File: config.mk
export PLATFORM = sky130hd
export DESIGN_NAME = mtc_timer
export DESIGN_NICKNAME = d
export VERILOG_FILES = /design/src/rtl/tmr_pkg.sv /design/src/rtl/tmr_rst_sync.sv /design/src/rtl/tmr_prescaler.sv /design/src/rtl/tmr_dbuf.sv /design/src/rtl/tmr_capture.sv /design/src/rtl/mtc_timer.sv
export SDC_FILE = /design/constraint.sdc
export NUM_CORES = 1
export LEC_CHECK = 0
export ABC_CLOCK_PERIOD_IN_PS = 5700
export BUFFER_PORTS_ARGS = -buffer_cell sky130_fd_sc_hd__buf_4
export CORE_MARGIN = 2
export CORE_UTILIZATION = 55
export DETAILED_ROUTE_END_ITERATION = 8
export PLACE_DENSITY = 0.77
export REMOVE_ABC_BUFFERS = 1
export SLEW_MARGIN = 0
export SYNTH_ARGS = -nofsm -noshare
export SYNTH_HDL_FRONTEND = slang
export SYNTH_SLANG_ARGS = --single-unit
File: constraint.sdc
create_clock -name clk -period 5.7 [get_ports clk]
set_input_delay 0.855 -clock clk [delete_from_list [all_inputs] [get_ports clk]]
set_output_delay 0.855 -clock clk [all_outputs]
set_load 0.01 [all_outputs]
File: src/rtl/tmr_pkg.sv
package tmr_pkg;
  localparam int PSC_SEL_W = 3;
  localparam int SW_START  = 0;
  localparam int SW_RELOAD = 1;
  localparam int SW_STOP   = 2;
  localparam int SW_CAPT   = 3;
  localparam int NUM_REGS  = 2;   // period, compare

  typedef enum logic [1:0] {
    DIR_UP   = 2'b00,
    DIR_DOWN = 2'b01,
    DIR_UPDN = 2'b10
  } tmr_dir_e;

  // bit 0 overflow .. bit 3 compare/capture, matching the interrupt mask
  typedef struct packed {
    logic cc;
    logic tc;
    logic unf;
    logic ovf;
  } tmr_trig_t;
endpackage

File: src/rtl/tmr_rst_sync.sv
module tmr_rst_sync (
  input  logic clk,
  input  logic rst_n,
  output logic rst_sync_n
);
  logic [1:0] sync_q;

  always_ff @(posedge clk or negedge rst_n) begin
    if (!rst_n) sync_q <= 2'b00;
    else        sync_q <= {sync_q[0], 1'b1};
  end

  assign rst_sync_n = sync_q[1];
endmodule

File: src/rtl/tmr_prescaler.sv
module tmr_prescaler #(
  parameter int SEL_W = 3
) (
  input  logic             clk,
  input  logic             rst_n,
  input  logic             clr,
  input  logic [SEL_W-1:0] sel,
  output logic             tick
);
  localparam int CNT_W = (1 << SEL_W) - 1;

  logic [CNT_W-1:0] pc_q, pc_d, mask;

  always_comb begin
    mask = ~({CNT_W{1'b1}} << sel);
    tick = ((pc_q & mask) == mask);
    pc_d = clr ? '0 : pc_q + 1'b1;
  end

  always_ff @(posedge clk or negedge rst_n) begin
    if (!rst_n) pc_q <= '0;
    else        pc_q <= pc_d;
  end
endmodule

File: src/rtl/tmr_dbuf.sv
module tmr_dbuf #(
  parameter int W = 16
) (
  input  logic         clk,
  input  logic         rst_n,
  input  logic         wr,
  input  logic [W-1:0] wdata,
  input  logic         xfer,
  output logic [W-1:0] shadow_o,
  output logic [W-1:0] active_o
);
  logic [W-1:0] shd_q, act_q;

  always_ff @(posedge clk or negedge rst_n) begin
    if (!rst_n) begin
      shd_q <= '0;
      act_q <= '0;
    end else begin
      if (wr)   shd_q <= wdata;
      if (xfer) act_q <= shd_q;   // older shadow wins a same-cycle write
    end
  end

  assign shadow_o = shd_q;
  assign active_o = act_q;
endmodule

File: src/rtl/tmr_capture.sv
module tmr_capture #(
  parameter int W = 16
) (
  input  logic         clk,
  input  logic         rst_n,
  input  logic         cap,
  input  logic [W-1:0] cnt,
  output logic [W-1:0] cap_o,
  output logic [W-1:0] cap_buf_o
);
  logic [W-1:0] cap_q, buf_q;

  always_ff @(posedge clk or negedge rst_n) begin
    if (!rst_n) begin
      cap_q <= '0;
      buf_q <= '0;
    end else if (cap) begin
      cap_q <= cnt;
      buf_q <= cap_q;
    end
  end

  assign cap_o     = cap_q;
  assign cap_buf_o = buf_q;
endmodule

File: src/rtl/mtc_timer.sv
module mtc_timer
  import tmr_pkg::*;
#(
  parameter int W = 16
) (
  input  logic                 clk,
  input  logic                 rst_n,
  input  logic [1:0]           cfg_dir,
  input  logic                 cfg_oneshot,
  input  logic [PSC_SEL_W-1:0] cfg_psc,
  input  logic [3:0]           irq_mask,
  input  logic                 ev_start,
  input  logic                 ev_reload,
  input  logic                 ev_stop,
  input  logic                 ev_count,
  input  logic                 ev_capture,
  input  logic [3:0]           sw_cmd,
  input  logic                 wr_period,
  input  logic                 wr_compare,
  input  logic [W-1:0]         wr_data,
  input  logic                 irq_clr,
  output logic [W-1:0]         count_o,
  output logic                 running_o,
  output logic [W-1:0]         cap_o,
  output logic [W-1:0]         cap_buf_o,
  output logic                 ovf_o,
  output logic                 unf_o,
  output logic                 tc_o,
  output logic                 cc_o,
  output logic                 irq_o
);
  localparam int REG_PER = 0;
  localparam int REG_CMP = 1;

  logic rst_i_n;
  logic do_start, do_rel, do_stop, do_cap;
  logic tick, cnt_en, xfer;
  logic [NUM_REGS-1:0] wr_v;
  logic [W-1:0] shd [NUM_REGS];
  logic [W-1:0] act [NUM_REGS];
  logic [W-1:0] per_shd, per_act, cmp_act;
  logic [W-1:0] cnt_q, cnt_d;
  logic run_q, run_d, up_q, up_d, irq_q, irq_d;
  tmr_trig_t trig_q, trig_d;

  tmr_rst_sync u_rst (.clk(clk), .rst_n(rst_n), .rst_sync_n(rst_i_n));

  assign do_start = ev_start   | sw_cmd[SW_START];
  assign do_rel   = ev_reload  | sw_cmd[SW_RELOAD];
  assign do_stop  = ev_stop    | sw_cmd[SW_STOP];
  assign do_cap   = ev_capture | sw_cmd[SW_CAPT];

  tmr_prescaler #(.SEL_W(PSC_SEL_W)) u_psc (
    .clk(clk), .rst_n(rst_i_n),
    .clr((do_start | do_rel) & ~do_stop),
    .sel(cfg_psc), .tick(tick)
  );

  assign wr_v[REG_PER] = wr_period;
  assign wr_v[REG_CMP] = wr_compare;

  for (genvar g = 0; g < NUM_REGS; g++) begin : g_dbuf
    tmr_dbuf #(.W(W)) u_dbuf (
      .clk(clk), .rst_n(rst_i_n), .wr(wr_v[g]), .wdata(wr_data),
      .xfer(xfer), .shadow_o(shd[g]), .active_o(act[g])
    );
  end

  assign per_shd = shd[REG_PER];
  assign per_act = act[REG_PER];
  assign cmp_act = act[REG_CMP];

  tmr_capture #(.W(W)) u_cap (
    .clk(clk), .rst_n(rst_i_n), .cap(do_cap), .cnt(cnt_q),
    .cap_o(cap_o), .cap_buf_o(cap_buf_o)
  );

  always_comb begin
    cnt_d  = cnt_q;
    run_d  = run_q;
    up_d   = up_q;
    trig_d = '0;
    xfer   = 1'b0;
    cnt_en = run_q & tick & ev_count;
    if (do_stop) begin
      run_d = 1'b0;
    end else if (do_rel) begin
      xfer  = 1'b1;
      run_d = 1'b1;
      up_d  = (cfg_dir != DIR_DOWN);
      cnt_d = (cfg_dir == DIR_DOWN) ? per_shd : '0;
    end else if (do_start) begin
      run_d = 1'b1;
    end else if (cnt_en) begin
      trig_d.cc = (cnt_q == cmp_act);
      case (cfg_dir)
        DIR_DOWN: begin
          if (cnt_q == '0) begin
            trig_d.unf = 1'b1;
            trig_d.tc  = 1'b1;
            cnt_d      = per_shd;
          end else begin
            cnt_d = cnt_q - 1'b1;
          end
        end
        DIR_UPDN: begin
          if (up_q) begin
            if (cnt_q >= per_act) begin
              trig_d.ovf = 1'b1;
              up_d       = 1'b0;
              cnt_d      = (cnt_q == '0) ? '0 : cnt_q - 1'b1;
            end else begin
              cnt_d = cnt_q + 1'b1;
            end
          end else if (cnt_q == '0) begin
            trig_d.unf = 1'b1;
            trig_d.tc  = 1'b1;
            up_d       = 1'b1;
            cnt_d      = (cfg_oneshot || per_shd == '0) ? '0 : W'(1);
          end else begin
            cnt_d = cnt_q - 1'b1;
          end
        end
        default: begin
          if (cnt_q >= per_act) begin
            trig_d.ovf = 1'b1;
            trig_d.tc  = 1'b1;
            cnt_d      = '0;
          end else begin
            cnt_d = cnt_q + 1'b1;
          end
        end
      endcase
      if (trig_d.tc) begin
        xfer = 1'b1;
        if (cfg_oneshot) run_d = 1'b0;
      end
    end
    trig_d.cc = trig_d.cc | do_cap;
    irq_d     = (irq_q & ~irq_clr) | (|(trig_d & irq_mask));
  end

  always_ff @(posedge clk or negedge rst_i_n) begin
    if (!rst_i_n) begin
      cnt_q  <= '0;
      run_q  <= 1'b0;
      up_q   <= 1'b1;
      trig_q <= '0;
      irq_q  <= 1'b0;
    end else begin
      cnt_q  <= cnt_d;
      run_q  <= run_d;
      up_q   <= up_d;
      trig_q <= trig_d;
      irq_q  <= irq_d;
    end
  end

  assign count_o   = cnt_q;
  assign running_o = run_q;
  assign ovf_o     = trig_q.ovf;
  assign unf_o     = trig_q.unf;
  assign tc_o      = trig_q.tc;
  assign cc_o      = trig_q.cc;
  assign irq_o     = irq_q;
endmodule

Word-level counts from Yosys, hierarchy flattened:

Index checks and enable logic that the tools add are counted.

* add/subtract/negate cells: 3
* $mul: 0
* div/mod/pow operators: 0
* $lt $le $gt $ge: 1
* equality and inequality tests: 6
* shifts and indexed selects: 1
* muxes and demuxes: 46
* bitwise logic cells: 16
* reductions and logical operators: 12

Operators with widths (number)
* 16-bit two-way mux: 10
* 16-bit logical NOT: 2
* 16-bit case mux with 2 select lines: 1
* 1-bit two-way mux: 25
* 16-bit by 1-bit adder with 16-bit output (second input constant): 1
* 16-bit == test: 1
* 16-bit greater-or-equal comparator: 1
* 4-bit two-way mux: 4
* 16-bit by 1-bit subtractor with 16-bit output (second input constant): 1
* 4-bit nonzero test: 3
* 7-bit by 1-bit adder with 7-bit output (second input constant): 1
* 7-bit bitwise AND: 1
* 7-bit == test: 1
* 7-bit two-way mux: 1
* 7-bit NOT: 1
* 1-bit bitwise OR: 7
* 7-bit by 3-bit left shift with 7-bit output (first input constant): 1
* 1-bit case mux with 2 select lines: 3
* 3-bit AND reduction: 2
* 1-bit bitwise AND: 4
* 4-bit bitwise AND: 1
* 2-bit two-way mux: 2
* 2-bit by 1-bit inequality test with 1-bit output (second input constant): 2
* 4-bit AND reduction: 1
* 6 further kinds: 8

* register bits: 128
* bits in latches: 0
* bits in writable memories: 0
* memory bits (read-only): 0
* bits of input ports: 40
* output and inout bits: 54
* logic and storage cells: 101
* memories: 0

Logic depth before layout (Yosys ltp):

Gate-level depths: netlist of the first run.

* depth in word-level cells: 18
* depth in mapped cells: 11
* gate-level depth less buffers: 8

Cells and area by module:

Synthesis of the first run repeated with hierarchy kept, for this count alone.

* cells, all modules: 640
* area total of the unflattened synthesis: 7279.5 um2

By module, submodules not included
* mtc_timer: instances 1, cells each 394, area an instance 2925.3 um2, sequential area each 576.8 um2
* tmr_dbuf: instances 2, cells each 68, area an instance 1298.7 um2, sequential area each 800.8 um2
* tmr_capture: instances 1, cells each 68, area an instance 1345.0 um2, sequential area each 800.8 um2
* tmr_prescaler: instances 1, cells each 39, area an instance 357.8 um2, sequential area each 175.2 um2
* tmr_rst_sync: instances 1, cells each 3, area an instance 53.8 um2, sequential area each 50.0 um2

Least setup slack after synthesis of the first run:

No wires, ideal clock.

* path kind: reg-to-reg
* start: reg cnt_q[0], in the netlist count_o[0]
* end: reg g_dbuf[0].u_dbuf.act_q[10]
* setup time: 0.127 ns
* arrival: 2.886 ns
* data required time: 5.573 ns
* slack: 2.686 ns
* stages on the path, launching flop included: 11
* path buffers: 2
* clock period less this slack: 3.014 ns
* cells stage by stage: dfrtp_1 -> clkbuf_1 -> inv_1 -> ha_1 -> nand2b_1 -> a2111o_1 -> a32oi_2 -> a21boi_1 -> o31ai_4 -> buf_6 -> mux2_1

* word-level cells in the longest chain between the ends: 13
* elaborated cells between the ends (all ways): 15
* those cells by class: 1 x order compare; 13 x mux; 1 x reduce/logical

Ends and longest elaborated chain
* start: declaration: line mtc_timer.sv:42 `logic [W-1:0] cnt_q, cnt_d;`
* start signal: assignment: line mtc_timer.sv:151 `cnt_q <= cnt_d;`
* parallel branches: the longest is 3 deep, another holds 16-bit greater-or-equal comparator
* 1-bit case mux with 2 select lines (*): line mtc_timer.sv:96 `case (cfg_dir)`
* 1-bit two-way mux (*): line mtc_timer.sv:94 `end else if (cnt_en) begin`
* 1-bit two-way mux (*): line mtc_timer.sv:92 `end else if (do_start) begin`
* 1-bit two-way mux (*): line mtc_timer.sv:87 `end else if (do_rel) begin`
* 1-bit two-way mux (*): line mtc_timer.sv:85 `if (do_stop) begin`
* 1-bit two-way mux (*): line mtc_timer.sv:134 `if (trig_d.tc) begin`
* 1-bit two-way mux (*): line mtc_timer.sv:94
* 1-bit two-way mux (*): line mtc_timer.sv:92
* 1-bit two-way mux (*): line mtc_timer.sv:87
* 1-bit two-way mux (*): line mtc_timer.sv:85
* end signal: assignment: line tmr_dbuf.sv:20 `if (xfer) act_q <= shd_q;`
* end: declaration: line tmr_dbuf.sv:12 `logic [W-1:0] shd_q, act_q;`

Every way passes the cells marked *. The select of a mux whose other input is x is not followed.
A chain may end at the register's enable or synchronous reset.

Worst setup path in the final report of the first run:

* start: reg cnt_q[0], in the netlist count_o[0]
* end: reg g_dbuf[0].u_dbuf.act_q[11]

The elaborated chain is that of the path after synthesis.

==> results of run 1 <==
-- power by group through the flow --
| stage | Clock (mW) | Sequential [mW] | Combinational (mW) |
|---|---|---|---|
| global placement | 0 | 1.39 | 0.847 |
| detailed placement | 0 | 1.41 | 0.877 |
| global route | 1.25 | 1.43 | 0.992 |
| CTS | 1.21 | 1.40 | 0.897 |
| floorplan | 0 | 1.36 | 0.548 |
| finish | 1.20 | 1.40 | 0.895 |
-- synth_stat cells (5+ instances only) --
| cell | n | share of area |
|---|---|---|
| mux2_1 | 30 | 0.049 |
| clkbuf_1 | 27 | 0.015 |
| o211ai_1 | 6 | 0.0066 |
| and4_1 | 6 | 0.0077 |
| and2_1 | 5 | 0.0046 |
| nand2_1 | 50 | 0.027 |
| o21ai_0 | 14 | 0.010 |
| xnor2_1 | 9 | 0.012 |
| buf_2 | 6 | 0.0044 |
| a21oi_1 | 15 | 0.011 |
| ha_1 | 21 | 0.038 |
| nor2_1 | 29 | 0.016 |
| dfrtp_1 | 127 | 0.46 |
| nor3_1 | 11 | 0.0080 |
| inv_1 | 22 | 0.012 |
| nor2b_1 | 7 | 0.0064 |
| nand3_1 | 15 | 0.011 |
| nand4_1 | 12 | 0.011 |
| nand2b_1 | 8 | 0.0073 |
| mux2_2 | 65 | 0.11 |
| and3_1 | 5 | 0.0046 |
| nor4_1 | 11 | 0.010 |
| xor2_1 | 33 | 0.042 |
-- area by class of cell --
type,instances,share of cell area
multi-input combinational,430,0.409
sequential,128,0.388
timing repair buffer,97,0.0880
clock buffer,22,0.0573
tap,168,0.0254
clock inverter,10,0.0221
inverter,22,0.00998
-- worst max-delay path, cell delays in order, from the launching register on --
cell      delay [ps]
dfrtp_1          560
inv_1            190
ha_1             320
nand2b_1         140
a2111o_1         410
a32oi_2          530
a21boi_1         260
o31ai_4          310
buf_4            410
mux2_1           380
-- metrics by stage --
stage,hold WS [ps],total power [mW]
after detailed placement,339,2.28
final,207,3.49
after CTS,198,3.50
after floorplan,331,1.91
after global placement,339,2.24
after global routing,194,3.67
-- per-layer routing --
layer / vias up / global-route usage / wire (µm)
li1: 2390 / - / -
met1: 2551 / 0.370 / 7520
met2: 220 / 0.430 / 8120
met3: 36 / 0.0533 / 1050
met4: 0 / 0.108 / 421
met5: - / 0 / 0
-- state kept, by name (all words and copies together), names as in the netlist --
signal	cells
cc_o	1
count_o	16
g_dbuf.u_dbuf.active_o	32
g_dbuf.u_dbuf.shadow_o	32
irq_o	1
ovf_o	1
running_o	1
tc_o	1
u_cap.cap_buf_o	16
u_cap.cap_o	16
u_psc.pc_q	7
u_rst.sync_q	2
unf_o	1
up_q	1
-- cell families (layout without fill, tap and decap cells) --
kind of cell    count (synthesis)  after routing  synth area share
simple gates                  174            174             0.134
flops                         128            128             0.468
mux                            98             98             0.161
compound gates                 94             94             0.107
buf+inv                        60            151            0.0384
xor+xnor                       42             42            0.0537
fa+ha+maj                      21             21            0.0384
other cells                     1              1          0.000548
-- final timing paths --
path / endpoint / slack, ps
hold / removal: u_rst.sync_q[1] / 210
setup / recovery: g_dbuf[0].u_dbuf.active_o[11] / 2040
min in group clk: u_rst.sync_q[1] / 350
setup reg to reg: g_dbuf[0].u_dbuf.active_o[11] / 2040
max in group asynchronous: count_o[6] / 3960
hold reg to reg: u_rst.sync_q[1] / 350
==> summary.md, run 1 <==
| Metric | Value |
|---|---|
| CTS tree | `yes` |
| Seq. cell area | `0.00321 mm²` |
| Post-CTS setup buffer count | `0` |
| Layout cells sized above 1 | `0.302` |
| Setup Crit Path Kind | `flip-flop to flip-flop` |
| Tmin final | `3660 ps` |
| Antenna viol nets, final | `0` |
| Root buffer cell | `clkbuf_16` |
| Switching Fraction | `0.315` |
| Crit start category | `flip-flop` |
| Sequential Power Share | `0.400` |
| Hold Path Class | `input pin to asynchronous set/reset pin` |
| Slew Viols, Final | `0` |
| CP arrival | `3950 ps` |
| CP startpoint | `count_o[0]` |
| DP Worst Slack | `2080 ps` |
| # DRC | `0` |
| Multi-input logic area | `0.00339 mm²` |
| Req. time, crit path | `5990 ps` |
| Global Route Usage Sum | `0.271` |
| FF-to-FF path depth | `9` |
| Core utilization of the finished layout | `0.686` |
| P&R area growth vs syn | `20.8%` |
| CTS clock-pin slew for the worst setup and hold paths | `60 ps` |
| Maximum vdd drop | `0.000355 V` |
| Yosys reg bits | `128` |
| Num rows | `40` |
| CTS Buf Count | `17` |
| Gates resized, CTS repair | `0` |
| Chip width | `116 µm` |
| CP Capture Type | `flip-flop` |
| WL/cell | `19.5 µm` |
| P_sw | `1.10 mW` |
| Initial antenna violation count | `0` |
| Iteration-0 DRC Markers | `439` |
| Clk pwr share | `0.343` |
| YS warnings | `0` |
| Hold buffer count at CTS | `0` |
| Final period utilization | `0.642` |
| Vias per cell | `5.93` |
| Hold Violations, Final | `0` |
| Initial core utilization | `0.568` |
| Fillers | `919` |
| Largest net degree at the start of global routing | `69` |
| Max-cap violations | `0` |
| Clock Tree Buf Depth | `2` |
| Yosys cell types | `69` |
| Pleak | `3.58 nW` |
| Int Power | `2.39 mW` |
| Final WL | `17100 µm` |
| # setup viols final | `0` |
| Post-DP HPWL | `12000 µm` |
| Grt ovf | `0` |
| Placed Cells | `845` |
| RSZ-0062 raised after global routing | `false` |
| Post-synthesis sequential area ratio | `0.468` |
| Finished Layout Cells | `877` |
| Final WS setup | `2040 ps` |
| TNS Setup | `0 ps` |
| Placed inst area | `0.00762 mm²` |
| Max_slew headroom | `0.251` |
| Die area | `0.0134 mm²` |
| RD Place Congestion | `0.920` |
| Die Y | `116 µm` |
| Clock Skews | `8.32 ps` |
| Async set-reset flop share out of synthesis | `1.00` |
| Drt first pass iters | `5` |
| CP Max Fanout | `32` |
| Syn Area/Cell | `11.1 µm²` |
| Post-synth EDFFs | `0` |
| I/O pins | `94` |
| IO Port Bufs | `93` |
| Comb pwr share | `0.257` |
| First-pass GRT wire length | `27700 µm` |
| Post-synthesis cell area | `0.00685 mm²` |
| Clk_lat worst skew | `420 ps` |
| Placeable core region | `0.0121 mm²` |
| Total clock sinks | `128` |
| Post-Syn Instances | `618` |
| Top_reg_cell synth | `dfrtp_1` |
| Nets | `757` |
| Power per cell area | `422 mW/mm²` |
| Worst-Margin Slew | `1120 ps` |
| Status | `finished, final reports clean` |
| R2R Path Start | `count_o[0]` |
| Most frequent cells in the layout | `dfrtp_1 (126), buf_4 (97), mux2_2 (65)` |
| Vias in the first global route | `5171` |
| ANT cells | `0` |
| Max Fclk | `273 MHz` |
| Most common cell after layout, fill and taps aside | `dfrtp_1` |
| Final instance area | `0.00827 mm²` |
| # H-tree levels | `4` |
| Vias after detailed routing | `5197` |
(Power assumes the default switching activity.)
==> inputs of run 2 (changes only) <==
Settings changed: ABC_CLOCK_PERIOD_IN_PS 5700 to 3500.
Clock period 5.7 ns to 3.5 ns, I/O delays scaled along.
==> summary.md, run 2 (same netlist as run 1, synthesis figures left out) <==
| Metric | Value |
|---|---|
| Worst-Margin Slew | `1350 ps` |
| Initial core utilization | `0.568` |
| Num rows | `40` |
| Most common cell after layout, fill and taps aside | `dfrtp_1` |
| Final period utilization | `0.875` |
| Status | `finished, final reports clean` |
| Power per cell area | `657 mW/mm²` |
| CP Capture Type | `flip-flop` |
| Placeable core region | `0.0121 mm²` |
| # DRC | `0` |
| RSZ-0062 raised after global routing | `false` |
| IO Port Bufs | `93` |
| TNS Setup | `0 ps` |
| WL/cell | `19.4 µm` |
| Switching Fraction | `0.327` |
| Hold buffer count at CTS | `1` |
| Worst path bufs/invs | `1` |
| Vias after detailed routing | `5297` |
| Sequential Power Share | `0.392` |
| Final WS setup | `437 ps` |
| FF-to-FF path depth | `8` |
| ANT cells | `0` |
| CTS clock-pin slew for the worst setup and hold paths | `60 ps` |
| Total clock sinks | `128` |
| Final instance area | `0.00837 mm²` |
| First-pass GRT wire length | `27600 µm` |
| Req. time, crit path | `3860 ps` |
| Setup Crit Path Kind | `flip-flop to flip-flop` |
| Post-DP HPWL | `12500 µm` |
| Maximum vdd drop | `0.000581 V` |
| Int Power | `3.70 mW` |
| Chip width | `116 µm` |
| Max-cap violations | `0` |
| Crit start category | `flip-flop` |
| Max Fclk | `326 MHz` |
| I/O pins | `94` |
| RD Place Congestion | `0.995` |
| CTS tree | `yes` |
| DP Worst Slack | `529 ps` |
| Layout cells sized above 1 | `0.321` |
| Crit path max-delay family | `compound AO/OA/AOI/OAI gates` |
| Largest net degree at the start of global routing | `127` |
| Iteration-0 DRC Markers | `414` |
| Die area | `0.0134 mm²` |
| Nets | `780` |
| Tmin final | `3060 ps` |
| Gates resized, CTS repair | `0` |
| CP arrival | `3430 ps` |
| Worst-path cell chain | `ha_1, nand4_1, nor4_1, a32oi_2, buf_4, a311o_1, a2111oi_0, a221o_1` |
| Clock Tree Buf Depth | `2` |
| Initial antenna violation count | `0` |
| Antenna viol nets, final | `0` |
| Slew Viols, Final | `0` |
| Drt first pass iters | `6` |
| Max_slew headroom | `0.0946` |
| Grt ovf | `0` |
| Root buffer cell | `clkbuf_16` |
| Slowest cell on crit path | `dfrtp_1` |
| Post-CTS setup buffer count | `0` |
| P&R area growth vs syn | `22.2%` |
| Vias in the first global route | `5179` |
| Clk pwr share | `0.308` |
| Cells on Worst Hold Path | `2` |
| P_sw | `1.80 mW` |
| Clk_lat worst skew | `430 ps` |
| CP max stage delay | `540 ps` |
| Cell count along the critical path | `8` |
| Hold Path Class | `input pin to flip-flop` |
| # setup viols final | `0` |
| Die Y | `116 µm` |
| Hold Violations, Final | `0` |
| # H-tree levels | `4` |
| Global Route Usage Sum | `0.274` |
| Placed inst area | `0.00779 mm²` |
| CTS Buf Count | `17` |
| Pleak | `3.66 nW` |
| CP Max Fanout | `12` |
| Clock Skews | `9.03 ps` |
| Final WL | `17400 µm` |
| Comb pwr share | `0.300` |
| Most frequent cells in the layout | `dfrtp_1 (126), buf_4 (118), mux2_2 (65)` |
| Vias per cell | `5.89` |
[run 2: cell count changes in the layout (fill, tap and decap cells not counted), moves of 2 or more]
cell,before,now
buf_4,97,118
clkbuf_8,3,1
clkinvlp_4,3,1
bufinv_16,5,2
clkinv_2,2,6
[run 2: path summary, 6_finish.rpt]
kind	startpoint	to	slack [ps]
max	count_o[13]	count_o[2]	440
min	wr_data[13]	g_dbuf[1].u_dbuf.shadow_o[13]	340
max reg2reg	count_o[13]	count_o[2]	440
min reg2reg	u_rst.sync_q[0]	u_rst.sync_q[1]	350
max in group asynchronous	u_rst.sync_q[1]	u_cap.cap_buf_o[8]	2600
min in group asynchronous	rst_n	u_rst.sync_q[1]	420
[run 2: area by class of cell]
type                    instances  area, µm²
clock buffers                  21        450
clock inverters                11        115
fillers                       915       3690
inverters                      22       82.6
multi-input cells             430       3390
flip-flops and latches        128       3210
well taps                     168        210
repair buffers                120        916
[run 2: per-stage QoR]
step | hold slack (ps) | util | cells | power (mW)
after floorplan | 229 | - | 580 | 3.11
after global placement | 307 | 0.646 | 867 | 3.73
after detailed placement | 309 | 0.646 | 867 | 3.81
after CTS | 330 | 0.694 | 900 | 5.52
after global routing | 333 | 0.694 | 900 | 5.81
final | 340 | 0.694 | 900 | 5.50
[run 2: per-layer routing]
layer | global-route usage | vias up | routed length [µm]
li1 | - | 2433 | -
met1 | 0.381 | 2610 | 7840
met2 | 0.418 | 221 | 8000
met3 | 0.0696 | 33 | 1220
met4 | 0.101 | 0 | 374
met5 | 0 | - | 0
[run 2: power groups by stage]
stage	clock network (mW)	logic (mW)	registers, mW
2_1_floorplan	0	0.893	2.22
3_3_place_gp	0	1.58	2.15
3_5_place_dp	0	1.63	2.17
4_1_cts	1.72	1.65	2.15
5_1_grt	1.79	1.82	2.20
6_report	1.69	1.65	2.16
==> inputs of run 3 (changes only) <==
Settings changed: CAP_MARGIN set to 15, RECOVER_POWER set to 25.
==> summary.md, run 3 (same netlist as run 1, synthesis figures left out) <==
| Metric | Value |
|---|---|
| CP Max Fanout | `12` |
| TNS Setup | `0 ps` |
| Root buffer cell | `clkbuf_16` |
| Hold buffer count at CTS | `1` |
| Chip width | `116 µm` |
| Worst-Margin Slew | `1970 ps` |
| Max Fclk | `324 MHz` |
| # H-tree levels | `4` |
| Status | `finished with violations` |
| Req. time, crit path | `3860 ps` |
| Most frequent cells in the layout | `dfrtp_1 (126), buf_4 (114), mux2_2 (65)` |
| Post-DP HPWL | `12500 µm` |
| Num rows | `40` |
| WL/cell | `20.0 µm` |
| Max-cap violations | `2` |
| Clock Skews | `12.6 ps` |
| Int Power | `3.95 mW` |
| Maximum vdd drop | `0.000433 V` |
| Setup Crit Path Kind | `flip-flop to flip-flop` |
| Crit start category | `flip-flop` |
| Most common cell after layout, fill and taps aside | `dfrtp_1` |
| Final period utilization | `0.881` |
| Post-CTS setup buffer count | `0` |
| ANT cells | `0` |
| CP Capture Type | `flip-flop` |
| Comb pwr share | `0.289` |
| Final WL | `18100 µm` |
| Grt met2 use | `0.443` |
| Max_slew headroom | `-0.313` |
| Met3 Usage GRT | `0.0664` |
| Power per cell area | `687 mW/mm²` |
| Hold Violations, Final | `0` |
| Die area | `0.0134 mm²` |
| Vias in the first global route | `5175` |
| Placeable core region | `0.0121 mm²` |
| P_sw | `1.86 mW` |
| Gates resized, CTS repair | `0` |
| Iteration-0 DRC Markers | `384` |
| Core utilization of the finished layout | `0.700` |
| RSZ-0062 raised after global routing | `false` |
| Hold Path Class | `input pin to flip-flop` |
| DP Worst Slack | `529 ps` |
| # DRC | `0` |
| Vias after detailed routing | `5358` |
| Antenna viol nets, final | `0` |
| CTS Buf Count | `17` |
| Clk pwr share | `0.340` |
| CTS tree | `yes` |
| Pleak | `3.68 nW` |
| Clk_lat worst skew | `420 ps` |
| First-pass GRT wire length | `28500 µm` |
| Met1 Use GR | `0.398` |
| I/O pins | `94` |
| Switching Fraction | `0.320` |
| Clock Tree Buf Depth | `2` |
| # setup viols final | `0` |
| P&R area growth vs syn | `23.4%` |
| RD Place Congestion | `0.995` |
| Grt ovf | `0` |
| Sequential Power Share | `0.372` |
| Failing checks | `max-capacitance violations, max-slew violations` |
| Die Y | `116 µm` |
| Initial core utilization | `0.568` |
| Nets | `781` |
| Largest net degree at the start of global routing | `127` |
| Gr busiest metal | `met2` |
| Drt first pass iters | `5` |
| Total clock sinks | `128` |
| Initial antenna violation count | `0` |
| CTS clock-pin slew for the worst setup and hold paths | `60 ps` |
| Tmin final | `3080 ps` |
| Layout cells sized above 1 | `0.318` |
| Slew Viols, Final | `163` |
| Global Route Usage Sum | `0.286` |
| IO Port Bufs | `93` |
| Final WS setup | `416 ps` |
| Vias per cell | `5.95` |
| CP arrival | `3440 ps` |
-- run 3: cell types whose count changed in the layout (fill, tap and decap cells not counted), sizes merged --
cell	change
buf	-4
clkbuf	+5
clkinvlp	+1
bufinv	+3
clkinv	-6
inv	+2
-- run 3: path summary, 6_finish.rpt --
path | from | end | slack (ps) | cells past startpoint
worst max-delay path | count_o[13] | count_o[2] | 420 | 8
worst min-delay path | wr_data[1] | g_dbuf[0].u_dbuf.shadow_o[1] | 350 | 2
worst max register to register | count_o[13] | count_o[2] | 420 | 8
worst min register to register | u_rst.sync_q[0] | u_rst.sync_q[1] | 350 | 0
max in group asynchronous | u_rst.sync_q[1] | u_cap.cap_o[1] | 1560 | 1
min in group asynchronous | rst_n | u_rst.sync_q[1] | 420 | 2
-- run 3: power by group through the flow --
stage | registers [mW] | logic [mW] | clock network [mW]
after CTS | 2.16 | 1.67 | 2.00
after detailed placement | 2.17 | 1.63 | 0
after global placement | 2.15 | 1.58 | 0
after floorplan | 2.22 | 0.893 | 0
after global routing | 2.20 | 1.84 | 2.08
final | 2.16 | 1.68 | 1.97
-- run 3: per-stage QoR --
| stage | cell area [µm²] | std cells | power (mW) | hold WS [ps] |
|---|---|---|---|---|
| after CTS | 8480 | 901 | 5.83 | 326 |
| after detailed placement | 7800 | 868 | 3.81 | 309 |
| after global routing | 8450 | 901 | 6.12 | 327 |
| final | 8450 | 901 | 5.81 | 345 |
| after floorplan | 6670 | 580 | 3.11 | 229 |
| after global placement | 7790 | 867 | 3.73 | 307 |
-- run 3: critical path, cell delays in order, from the launching register on --
cell and delay, ps:
dfrtp_1 540, ha_1 420, nand4_1 130, nor4_1 390, a32oi_2 160, buf_4 200
a311o_1 520, a2111oi_0 480, a221o_1 170
-- run 3: layout make-up --
type	instances	area (µm²)
Sequential cell	128	3210
Inverter	22	82.6
Timing Repair Buffer	121	900
Clock buffer	21	460
Clock inverter	11	200
Tap cell	168	210
Fill cell	900	3610
Multi-Input combinational cell	430	3390
-- run 3: metal layers --
metal	up-vias	part of all wire
met5	-	0
met1	2641	0.44
met4	0	0.024
li1	2438	-
met2	243	0.47
met3	36	0.067
